[config.mk]
export PLATFORM = sky130hd
export DESIGN_NAME = bit_err_counter
export DESIGN_NICKNAME = d
export VERILOG_FILES = /design/src/rtl/berc_pkg.sv /design/src/rtl/berc_mismatch.sv /design/src/rtl/berc_counter.sv /design/src/rtl/berc_flags.sv /design/src/rtl/bit_err_counter.sv
export SDC_FILE = /design/constraint.sdc
export NUM_CORES = 1
export LEC_CHECK = 0
export BUFFER_PORTS_ARGS = -buffer_cell sky130_fd_sc_hd__buf_2
export CORE_MARGIN = 5
export CORE_UTILIZATION = 45
export CTS_CLUSTER_DIAMETER = 30
export DETAILED_ROUTE_END_ITERATION = 10
export PLACE_DENSITY = 0.79
export REMOVE_ABC_BUFFERS = 1
export SLEW_MARGIN = 0
export SYNTH_ARGS = -nofsm -noshare
export SYNTH_HDL_FRONTEND = slang
export SYNTH_HIERARCHICAL = 1
export SYNTH_SLANG_ARGS = --single-unit
[constraint.sdc]
create_clock -name clk -period 7.7 [get_ports clk]
set_clock_uncertainty 0.1 [all_clocks]
set_input_delay 1.54 -clock clk [delete_from_list [all_inputs] [get_ports clk]]
set_output_delay 1.54 -clock clk [all_outputs]
set_load 0.005 [all_outputs]
[src/rtl/berc_pkg.sv]
// Package: shared widths for the bit error counter.
// Assumes the alignment word fits inside the received byte.
package berc_pkg;
    localparam int BYTE_W = 8;
    localparam int FAS_W  = 7;
    localparam int CNT_W  = 8;
    localparam int ERR_W  = $clog2(BYTE_W + 1);
endpackage

[src/rtl/berc_mismatch.sv]
// Module: berc_mismatch
// Counts the differing bits of one received byte against the expected value
// of the selected source. It is purely combinational.
// Assumes the alignment bits occupy the low FAS_W bits of the byte.
module berc_mismatch #(
    parameter int BYTE_W = 8,
    parameter int FAS_W  = 7,
    localparam int ERR_W = $clog2(BYTE_W + 1)
) (
    input  logic [BYTE_W-1:0] rx_byte,
    input  logic [FAS_W-1:0]  fas_pattern,
    input  logic [BYTE_W-1:0] cmp_word,
    input  logic              src_sel,
    input  logic              fas_stb,
    input  logic              ts_stb,
    output logic [ERR_W-1:0]  err_bits
);
    logic fas_hit;
    logic ts_hit;
    logic [BYTE_W-1:0] diff;

    assign fas_hit = fas_stb && !src_sel;
    assign ts_hit  = ts_stb && src_sel;

    // per-bit mismatch; the upper bits only take part in timeslot mode
    for (genvar i = 0; i < BYTE_W; i++) begin : g_bit
        if (i < FAS_W) begin : g_fas
            assign diff[i] = (fas_hit && (rx_byte[i] != fas_pattern[i])) ||
                             (ts_hit  && (rx_byte[i] != cmp_word[i]));
        end else begin : g_ts
            assign diff[i] = ts_hit && (rx_byte[i] != cmp_word[i]);
        end
    end

    // population count of the mismatch vector
    always_comb begin
        err_bits = '0;
        for (int k = 0; k < BYTE_W; k++) begin
            err_bits = err_bits + ERR_W'(diff[k]);
        end
    end
endmodule

[src/rtl/berc_counter.sv]
// Module: berc_counter
// Holds the error count. Priority: direct write, then toggle-triggered
// staged load, then adding the errored-bit count. Reports flag-set pulses
// for the increments it applies.
// Assumes err_bits never exceeds 2**CNT_W - 1.
module berc_counter #(
    parameter int CNT_W = 8,
    parameter int ERR_W = 4
) (
    input  logic             clk,
    input  logic             rst_n,
    input  logic [ERR_W-1:0] err_bits,
    input  logic             wr_en,
    input  logic [CNT_W-1:0] wr_data,
    input  logic             load_tgl,
    input  logic [CNT_W-1:0] stage_val,
    output logic [CNT_W-1:0] cnt,
    output logic             evt_set,
    output logic             ovf_set
);
    logic          load_q;
    logic          load_hit;
    logic          apply;
    logic [CNT_W:0] sum;

    assign load_hit = load_tgl != load_q;
    assign apply    = !wr_en && !load_hit && (err_bits != '0);
    assign sum      = {1'b0, cnt} + {{(CNT_W + 1 - ERR_W){1'b0}}, err_bits};
    assign evt_set  = apply && (sum[0] != cnt[0]);
    assign ovf_set  = apply && sum[CNT_W];

    // remember the load bit so that any level change can be seen
    always_ff @(posedge clk) begin
        if (!rst_n) load_q <= 1'b0;
        else        load_q <= load_tgl;
    end

    // counter update with write > load > increment
    always_ff @(posedge clk) begin
        if (!rst_n)        cnt <= '0;
        else if (wr_en)    cnt <= wr_data;
        else if (load_hit) cnt <= stage_val;
        else if (apply)    cnt <= sum[CNT_W-1:0];
    end
endmodule

[src/rtl/berc_flags.sv]
// Module: berc_flags
// Sticky event and overflow flags plus the masked interrupt.
// Assumes set pulses come from berc_counter; set beats clear.
module berc_flags (
    input  logic clk,
    input  logic rst_n,
    input  logic evt_set,
    input  logic ovf_set,
    input  logic clr_evt,
    input  logic clr_ovf,
    input  logic en_evt,
    input  logic en_ovf,
    output logic evt_flag,
    output logic ovf_flag,
    output logic irq
);
    // event flag: set on an LSB change, held until cleared
    always_ff @(posedge clk) begin
        if (!rst_n)       evt_flag <= 1'b0;
        else if (evt_set) evt_flag <= 1'b1;
        else if (clr_evt) evt_flag <= 1'b0;
    end

    // overflow flag: set on a wrap, held until cleared
    always_ff @(posedge clk) begin
        if (!rst_n)       ovf_flag <= 1'b0;
        else if (ovf_set) ovf_flag <= 1'b1;
        else if (clr_ovf) ovf_flag <= 1'b0;
    end

    // only enabled flags reach the interrupt output
    assign irq = (evt_flag && en_evt) || (ovf_flag && en_ovf);
endmodule

[src/rtl/bit_err_counter.sv]
// Module: bit_err_counter (top)
// Bit error counter for the frame alignment word or one timeslot.
// Assumes the strobes are already aligned by an external framer.
module bit_err_counter
    import berc_pkg::*;
(
    input  logic              clk,
    input  logic              rst_n,
    input  logic [BYTE_W-1:0] rx_byte,
    input  logic              fas_stb,
    input  logic              ts_stb,
    input  logic              src_sel,
    input  logic [FAS_W-1:0]  fas_pattern,
    input  logic [BYTE_W-1:0] cmp_word,
    input  logic              wr_en,
    input  logic [CNT_W-1:0]  wr_data,
    input  logic              load_tgl,
    input  logic [CNT_W-1:0]  stage_val,
    input  logic              clr_evt,
    input  logic              clr_ovf,
    input  logic              en_evt,
    input  logic              en_ovf,
    output logic [CNT_W-1:0]  err_count,
    output logic              evt_flag,
    output logic              ovf_flag,
    output logic              irq
);
    logic [ERR_W-1:0] err_bits;
    logic             evt_set;
    logic             ovf_set;

    berc_mismatch #(.BYTE_W(BYTE_W), .FAS_W(FAS_W)) u_mis (
        .rx_byte(rx_byte), .fas_pattern(fas_pattern), .cmp_word(cmp_word),
        .src_sel(src_sel), .fas_stb(fas_stb), .ts_stb(ts_stb),
        .err_bits(err_bits)
    );

    berc_counter #(.CNT_W(CNT_W), .ERR_W(ERR_W)) u_cnt (
        .clk(clk), .rst_n(rst_n), .err_bits(err_bits),
        .wr_en(wr_en), .wr_data(wr_data), .load_tgl(load_tgl),
        .stage_val(stage_val), .cnt(err_count),
        .evt_set(evt_set), .ovf_set(ovf_set)
    );

    berc_flags u_flg (
        .clk(clk), .rst_n(rst_n), .evt_set(evt_set), .ovf_set(ovf_set),
        .clr_evt(clr_evt), .clr_ovf(clr_ovf), .en_evt(en_evt), .en_ovf(en_ovf),
        .evt_flag(evt_flag), .ovf_flag(ovf_flag), .irq(irq)
    );
endmodule

### Word level (Yosys, flattened, before mapping)

Index checks and enable logic that the tools add are counted.

* word-level logic and storage cells: 74
* bits in registers: 11
* output and inout bits: 11
* bits in latches: 0
* memories: 0
* memory bits (read-only): 0
* input port bits: 50
* bits in writable memories: 0

* $add $sub $neg: 8
* reduce and logical (&&, ||, !) cells: 38
* mux-type cells: 7
* shifts and indexed selects: 0
* bitwise logic cells: 0
* order comparisons: 0
* equal/unequal tests: 17
* divide/modulo/power cells: 0
* $mul: 0

Operator list (number)
* 4-bit by 1-bit adder with 4-bit output: 6
* 8-bit two-way mux: 3
* 1-bit logical AND: 23
* 1-bit inequality test: 17
* 8-bit by 4-bit adder with 9-bit output: 1
* 1-bit logical OR: 8
* 1-bit two-way mux: 4
* 2-bit nonzero test: 2
* 4-bit nonzero test: 1
* 1-bit zero test: 3
* 3-bit nonzero test: 1
* 1-bit by 1-bit adder with 2-bit output: 1

### Depth between registers and ports, before layout

Gate-level depths: netlist of the first run.

* word-level depth: 16
* gate-level depth with buffers: 19
* gate-level depth less buffers: 19

### Modules after synthesis

Netlist of the first run, hierarchy kept.

By module, submodules not included
* berc_counter: cells an instance 97, area an instance 753.2 um2, instances 1, seq. area each 180.2 um2
* berc_mismatch: cells an instance 45, area an instance 411.6 um2, instances 1, seq. area each 0.0 um2
* berc_flags: cells an instance 7, area an instance 77.6 um2, instances 1, seq. area each 40.0 um2

### Worst setup path after synthesis of the first run

OpenSTA, ideal clock, no wires.

* kind: in2reg
* start point: input port fas_stb
* end point: register u_cnt.cnt[6]
* path slack: 1904 ps
* stages on the path: 19
* data arrival time: 5610 ps
* cells stage by stage: nor2b_4 a22oi_2 fa_1 inv_1 fa_1 inv_1 fa_1 inv_1 ha_1 inv_1 fa_1 inv_1 inv_1 fa_1 nand2b_1 a21oi_1 nand4_1 xor2_1 a211oi_1

* cells in the longest elaborated chain, start to end: 14
* elaborated cells on any way between the ends: 29

Ends and longest elaborated chain
* from (decl): RTL line bit_err_counter.sv:10 `input logic fas_stb,`
* 1-bit logical AND *: RTL line berc_mismatch.sv:22 `assign fas_hit = fas_stb && !src_sel;`
* 1-bit logical AND: RTL line berc_mismatch.sv:28 `assign diff[i] = (fas_hit && (rx_byte[i] != fas_pattern[i])) ||`
* 1-bit logical OR: RTL line berc_mismatch.sv:28
* 1-bit by 1-bit adder with 2-bit output: RTL line berc_mismatch.sv:39 `err_bits = err_bits + ERR_W'(diff[k]);`
* 4-bit by 1-bit adder with 4-bit output (4 in series): RTL line berc_mismatch.sv:39
* 4-bit by 1-bit adder with 4-bit output * (2 in series): RTL line berc_mismatch.sv:39
* via err_bits[1]: RTL line bit_err_counter.sv:28 `logic [ERR_W-1:0] err_bits;`
* 8-bit by 4-bit adder with 9-bit output: RTL line berc_counter.sv:28 `assign sum = {1'b0, cnt} + {{(CNT_W + 1 - ERR_W){1'b0}}, err_bits};`
* 8-bit two-way mux: RTL line berc_counter.sv:43 `else if (apply) cnt <= sum[CNT_W-1:0];`
* 8-bit two-way mux: RTL line berc_counter.sv:42 `else if (load_hit) cnt <= stage_val;`
* 8-bit two-way mux: RTL line berc_counter.sv:41 `else if (wr_en) cnt <= wr_data;`
* to (signal assigned): RTL line berc_counter.sv:41
* to (signal assigned): RTL line berc_counter.sv:42
* to (signal assigned): RTL line berc_counter.sv:43
* to (decl): RTL line berc_counter.sv:17 `output logic [CNT_W-1:0] cnt,`

Mark *: on every way through the listed nets, which the timed path passes. The rest lies on a longest branch. The select of a mux whose other input is x is not followed.
A chain may end at the register's enable or synchronous reset.

### Final worst setup path of the first run

Same ends and word-level chain as after synthesis.

==> flow_metrics.py, run 1 <==
metrics = {
    "run_status": {
        "outcome": "complete, no violations",
    },
    "logic_synthesis": {
        "yosysTopAreaCell": "dfxtp_1",
        "synthMostInstantiatedCell": "nand2_1",
        "synth_fa_ha_area_share_pct": 15.1,
        "synthTopCellsByCount": "nand2_1 (20), inv_1 (12), dfxtp_1 (11), xor2_1 (11)",
        "synthXorXnorAreaFrac_pct": 16.7,
        "synth_edf_count": 0,
        "synthTopCellsByArea": "dfxtp_1 (18%), fa_1 (8.1%), xor2_1 (7.8%)",
        "async_flop_share_pct": 0,
        "synth-compound-area-share_pct": 24.4,
        "yosys.area_share.simple_pct": 20.8,
        "ys_ff_latch": 11,
        "synth-main-ff-cell": "dfxtp_1",
        "synth.top_cell.area_share_pct": 17.7,
        "synth_mux_area_share_pct": 0,
        "yosysWarningCount": 6,
        "yosysUniqueCellTypes": 43,
        "syn-cell-area_mm2": 0.00124,
        "synth_top_family_by_area": "compound AO/OA/AOI/OAI gates",
        "syn_area_per_cell_um2": 8.34,
        "yosysSeqAreaShare_pct": 17.7,
        "syn_inst": 149,
    },
    "detailed_routing": {
        "drtAntennaViolNets": 0,
        "drt-initial-drc-count": 24,
        "wire_per_inst_um": 12.9,
        "firstDrtPassIters": 4,
        "via_per_inst": 5.28,
        "drcViolationCount": 0,
        "drt_wl_total_um": 3110,
        "via_count": 1272,
    },
    "finish": {
        "seqCellArea_um2": 220,
        "drive_gt1_share_pct": 37.1,
        "layout.nets": 273,
        "nFillCells": 269,
        "area_growth_pct": 27.8,
        "final_cells": 241,
        "multi_input_area_um2": 957,
        "diodes": 0,
    },
    "clocking": {
        "ctsHoldBuffers": 0,
        "cts_tree": "yes",
        "clock_latency_ns": 0.27,
        "h-tree-depth": 1,
        "numClockSinks": 11,
        "post_cts_buffers": 0,
        "clockRootBuffer": "clkbuf_4",
        "clkTransAtPathRegs_ns": 0.07,
        "clockBufferDepth": 2,
        "numCtsBuffers": 3,
        "post_cts.resized_instances": 0,
    },
    "sta": {
        "fin_tns_setup_ns": 0,
        "post-route-period-util_pct": 76.4,
        "tightest_slew_ns": 0.579,
        "min_period_ns": 5.88,
        "rsz0062_at_grt": "false",
        "max_freq_ghz": 0.170,
        "slew_headroom_pct": 61.4,
        "hold_violations": 0,
        "setup_viol": 0,
        "fin_ws_ns": 1.82,
        "slew_violations": 0,
    },
    "floorplanning": {
        "initial_core_util_pct": 45.8,
        "io_pins": 61,
        "core-area_mm2": 0.00271,
        "num_rows": 19,
        "die_area_mm2": 0.00391,
        "die_y_um": 62.5,
        "die_w_um": 62.5,
    },
    "power_and_ir_drop": {
        "p_leak_nw": 0.773,
        "clkPwrFrac_pct": 14.4,
        "p_switching_w": 0.000118,
        "peakVddDrop_uv": 111,
        "power.combinational.fraction_pct": 59.0,
        "seqPwrFrac_pct": 26.6,
        "switching_share_pct": 42.2,
        "p_int_w": 0.000161,
        "powerDensity_mw_per_mm2": 176,
    },
    "grt": {
        "grt-ovfl-total": 0,
        "grt_max_degree": 14,
        "grt_pass1_vias": 1214,
        "track_usage_pct": 15.9,
        "antenna_found_initial": 0,
        "grt_pass1_wl_um": 5220,
    },
    "placed_design": {
        "dp_hpwl_um": 2570,
        "place_inst": 237,
        "port-buffer-count": 60,
        "post-place-ws_ns": 1.53,
        "gp_congestion": 0.769,
    },
    "setup_path": {
        "arrival_ns": 5.97,
        "critPathLaunchType": "input pin",
        "end_kind": "flop",
        "cp_max_fo": 4,
        "cp.required_ns": 7.79,
        "path_class": "in -> reg",
    },
    "flow_run": {
        "cap_viol_max_count": 0,
    },
    "hold_path": {
        "hp-class": "reg -> reg",
    },
}
-- final cells by class --
type / instances / area share, %
Clock buffer: 4 / 1.65
Inverter: 12 / 2.84
Multi-Input combinational cell: 123 / 60.3
Sequential cell: 11 / 13.9
Tap cell: 31 / 2.44
Timing Repair Buffer: 60 / 18.9
-- state kept, by name, indices dropped and copies added (netlist names) --
name / cells
u_cnt/cnt: 8
u_cnt/load_q: 1
u_flg/ovf_flag: 1
u_flg/evt_flag: 1
-- cell families after synthesis --
kind of cell    after synthesis
simple gates                 47
fa+ha+maj                    12
xor+xnor                     22
flops                        11
buf+inv                      15
compound gates               42
-- per-stage QoR --
stage          area [um^2]  total power (W)  util, %  hold WS, ns
6_report              1590         0.000279     58.6        0.408
5_1_grt               1590         0.000303     58.6        0.432
4_1_cts               1590         0.000281     58.6        0.407
3_5_place_dp          1560         0.000240     57.6        0.396
3_3_place_gp          1560         0.000235     57.6        0.388
2_1_floorplan         1220         0.000190        -        0.380
-- layout by cell type (no fill, tap or decap), drive strengths merged, types with 3 or more instances in the layout --
| master | n |
|---|---|
| a21oi | 9 |
| a22oi | 4 |
| buf | 60 |
| clkbuf | 4 |
| dfxtp | 11 |
| fa | 5 |
| ha | 7 |
| inv | 12 |
| nand2 | 22 |
| nand2b | 3 |
| nand3 | 5 |
| nor2 | 6 |
| nor2b | 4 |
| o21a | 3 |
| o21ai | 8 |
| o22ai | 6 |
| xnor2 | 10 |
| xor2 | 12 |
-- routing by layer --
layer | vias to the layer above | GRT usage [%] | share of wire [%]
met1 | 557 | 19.3 | 45
met3 | 4 | 4.32 | 9.6
li1 | 652 | - | -
met2 | 59 | 27.1 | 44
met4 | 0 | 4.77 | 0.93
met5 | - | 0 | 0
-- path summary, 6_finish.rpt --
| check | from | end | slack, ns | depth (start not counted) |
|---|---|---|---|---|
| setup / recovery | fas_stb | u_cnt/cnt[6] | 1.82 | 20 |
| setup reg to reg | u_cnt/cnt[0] | u_cnt/cnt[6] | 5.58 | 8 |
| hold / removal | u_cnt/cnt[2] | u_cnt/cnt[2] | 0.41 | 2 |
| hold reg to reg | u_cnt/cnt[2] | u_cnt/cnt[2] | 0.41 | 2 |
-- worst max-delay path: stages --
cell      delay [ns]
buf_2           0.11
nor2b_4         0.20
a22oi_2         0.11
fa_1            0.54
inv_1           0.06
fa_1            0.53
inv_1           0.05
fa_1            0.53
inv_1           0.04
ha_1            0.20
inv_1           0.07
fa_1            0.42
inv_1           0.14
inv_1           0.08
fa_1            0.43
nand2b_1        0.17
a21oi_1         0.21
nand4_1         0.17
xor2_1          0.17
a211oi_1        0.22
-- power by group through the flow --
stage	registers (W)	clock network, W	logic, W
finish	0.0000742	0.0000401	0.000164
global route	0.0000758	0.0000434	0.000184
CTS	0.0000742	0.0000418	0.000165
detailed placement	0.0000755	0	0.000164
global placement	0.0000755	0	0.000159
floorplan	0.0000748	0	0.000115
No activity file was read; power rests on OpenSTA's default activity.
==> run 2: changes to the inputs <==
- CORE_UTILIZATION: 45 -> 42
- PLACE_DENSITY: 0.79 -> 0.77
- clock period: 7.7 -> 4.85 ns (I/O delays scaled with it)
==> run 2 against run 1 <==
Compared with the run above: critical endpoint unchanged; critical path depth increased by 1; critical path type unchanged; the flow now finishes with violations (negative setup slack); via count increased by 5.3%; register-to-register slack got worse by 2.8 ns; setup slack got worse by 1.9 ns.
==> flow_metrics.py, run 2 (same netlist as run 1, synthesis figures left out) <==
metrics = {
    "run_status": {
        "failed_checks": "negative setup slack",
        "outcome": "finished with violations",
    },
    "sta": {
        "max_freq_ghz": 0.203,
        "slew_headroom_pct": 58.5,
        "whs_ns": 0.419,
        "setup_viol": 3,
        "fin_ws_ns": -0.0695,
        "rsz0062_at_grt": "true",
        "slew_violations": 0,
        "hold_violations": 0,
        "min_period_ns": 4.92,
        "tightest_slew_ns": 0.622,
        "post-route-period-util_pct": 101,
    },
    "setup_path": {
        "path_depth": 21,
        "path_delay_family": "adder cells",
        "reg2reg_from": "u_cnt/cnt[0]",
        "cp.required_ns": 4.93,
        "arrival_ns": 5.00,
        "slowest_stage": "fa_1",
        "rrSetupSlack_ns": 2.81,
        "path_class": "in -> reg",
        "reg2reg_depth": 8,
        "critPathLaunchType": "input pin",
        "end_kind": "flop",
        "max_stage_delay_ns": 0.54,
        "cp.buffers_inverters": 8,
        "cp_max_fo": 4,
        "reg2reg_to": "u_cnt/cnt[6]",
        "path_common_cell": "fa_1",
        "path_cells": "buf_8 > nor2b_4 > a22oi_2 > fa_1 > inv_1 > fa_1 > inv_1 > fa_1 > inv_1 > ha_2 > inv_2 > fa_1 > inv_2 > buf_6 > inv_2 > fa_2 > nand2b_4 > a21oi_4 > nand4_1 > xor2_1 > a211oi_1",
    },
    "finish": {
        "design_area_mm2": 0.00183,
        "drive_gt1_share_pct": 48.4,
        "layout.nets": 288,
        "diodes": 0,
        "area_growth_pct": 46.9,
        "final_common_cell": "buf_2",
        "largest_reg_flops": 8,
        "final_cells": 256,
        "fin_util_pct": 65.1,
        "nFillCells": 242,
        "top_register": "u_cnt/cnt",
        "mostFrequentLayoutCells": "buf_2 (57), nand2_1 (20), buf_4 (13)",
    },
    "grt": {
        "busiest_layer": "met2",
        "gr-usage-met1_pct": 20.8,
        "met2_usage_pct": 31.1,
        "grt_pass1_vias": 1416,
        "antenna_found_initial": 0,
        "grt_util_met3_pct": 3.85,
        "track_usage_pct": 17.3,
        "grt_max_degree": 14,
        "grt_pass1_wl_um": 5950,
        "grt-ovfl-total": 0,
    },
    "placed_design": {
        "dp_hpwl_um": 2770,
        "gp_congestion": 0.808,
        "port-buffer-count": 60,
        "place_inst": 249,
        "dpl_cell_area_mm2": 0.00165,
    },
    "floorplanning": {
        "die_w_um": 64.4,
        "core-area_mm2": 0.00281,
        "num_rows": 19,
        "die_y_um": 64.4,
        "initial_core_util_pct": 44.3,
        "io_pins": 61,
        "die_area_mm2": 0.00415,
    },
    "clocking": {
        "numClockSinks": 11,
        "cts_tree": "yes",
        "clock_latency_ns": 0.26,
        "numCtsBuffers": 3,
        "clockRootBuffer": "clkbuf_4",
        "clockBufferDepth": 2,
        "clkTransAtPathRegs_ns": 0.07,
        "h-tree-depth": 1,
    },
    "power_and_ir_drop": {
        "powerDensity_mw_per_mm2": 297,
        "p_leak_nw": 0.871,
        "peakVddDrop_uv": 187,
    },
    "hold_path": {
        "hold_end": "u_cnt/cnt[3]",
        "hold-path-cell-count": 2,
        "hp-start": "u_cnt/cnt[3]",
        "hp-class": "reg -> reg",
    },
    "flow_run": {
        "cap_viol_max_count": 0,
    },
    "detailed_routing": {
        "drt-initial-drc-count": 37,
        "via_count": 1339,
        "via_per_inst": 5.23,
        "firstDrtPassIters": 4,
        "drcViolationCount": 0,
        "drtAntennaViolNets": 0,
        "drt_wl_total_um": 3520,
        "wire_per_inst_um": 13.8,
    },
}
## run 2: cell count changes in the layout (fill, tap and decap cells not counted), moves of 2 or more
| cell | delta |
|---|---|
| xor2_1 | -3 |
| buf_4 | +13 |
| inv_1 | -3 |
| ha_4 | +2 |
| buf_2 | -3 |
| xor2_2 | +3 |
| buf_6 | +4 |
| ha_1 | -3 |
| inv_2 | +3 |
## run 2: cell type report
type | count | area [um^2] | area share [%]
tap | 31 | 38.8 | 2.12
sequential | 11 | 220 | 12.1
timing repair buffer | 75 | 443 | 24.3
multi-input combinational | 123 | 1050 | 57.6
inverter | 12 | 45.0 | 2.47
clock buffer | 4 | 26.3 | 1.44
## run 2: tightest hold or removal path: stages, from the launching register on
cell and delay, ns:
dfxtp_1 0.34, nand2_1 0.06, o32ai_1 0.07
## run 2: power breakdown
group	internal [W]	switching [W]	leakage [nW]
clock	0.0000318	0.0000307	0.0150
sequential	0.000103	0.0000177	0.0910
combinational	0.000190	0.000168	0.765
## run 2: what timing repair did
item                                    CTS  global route
gates cloned                              0             0
setup buffers                             3             0
hold buffers                              0             0
endpoints found under the setup margin    7             9
resized for setup                        16            10
pin swaps                                21            13
## run 2: worst max path at each step
| stage | start | end |
|---|---|---|
| finish | src_sel | u_cnt/cnt[6] |
| global route | rx_byte[0] | u_cnt/cnt[6] |
| CTS | rx_byte[1] | u_cnt/cnt[6] |
| detailed placement | src_sel | u_cnt/cnt[6] |
| global placement | src_sel | u_cnt/cnt[6] |
| floorplan | fas_stb | u_cnt/cnt[6] |
## run 2: metal layers
metal / up-vias / wire [um]
met5: - / 0
met4: 0 / 11
met3: 2 / 373
met2: 75 / 1690
met1: 590 / 1440
li1: 672 / -
## run 2: per-stage QoR
step	TNS, ns	setup slack [ns]	total power [W]
2_1_floorplan	-1.20	-0.376	0.000301
3_3_place_gp	-3.35	-0.551	0.000410
3_5_place_dp	-4.05	-0.658	0.000417
4_1_cts	-0.570	-0.144	0.000524
5_1_grt	-1.22	-0.281	0.000590
6_report	-0.114	-0.0695	0.000542
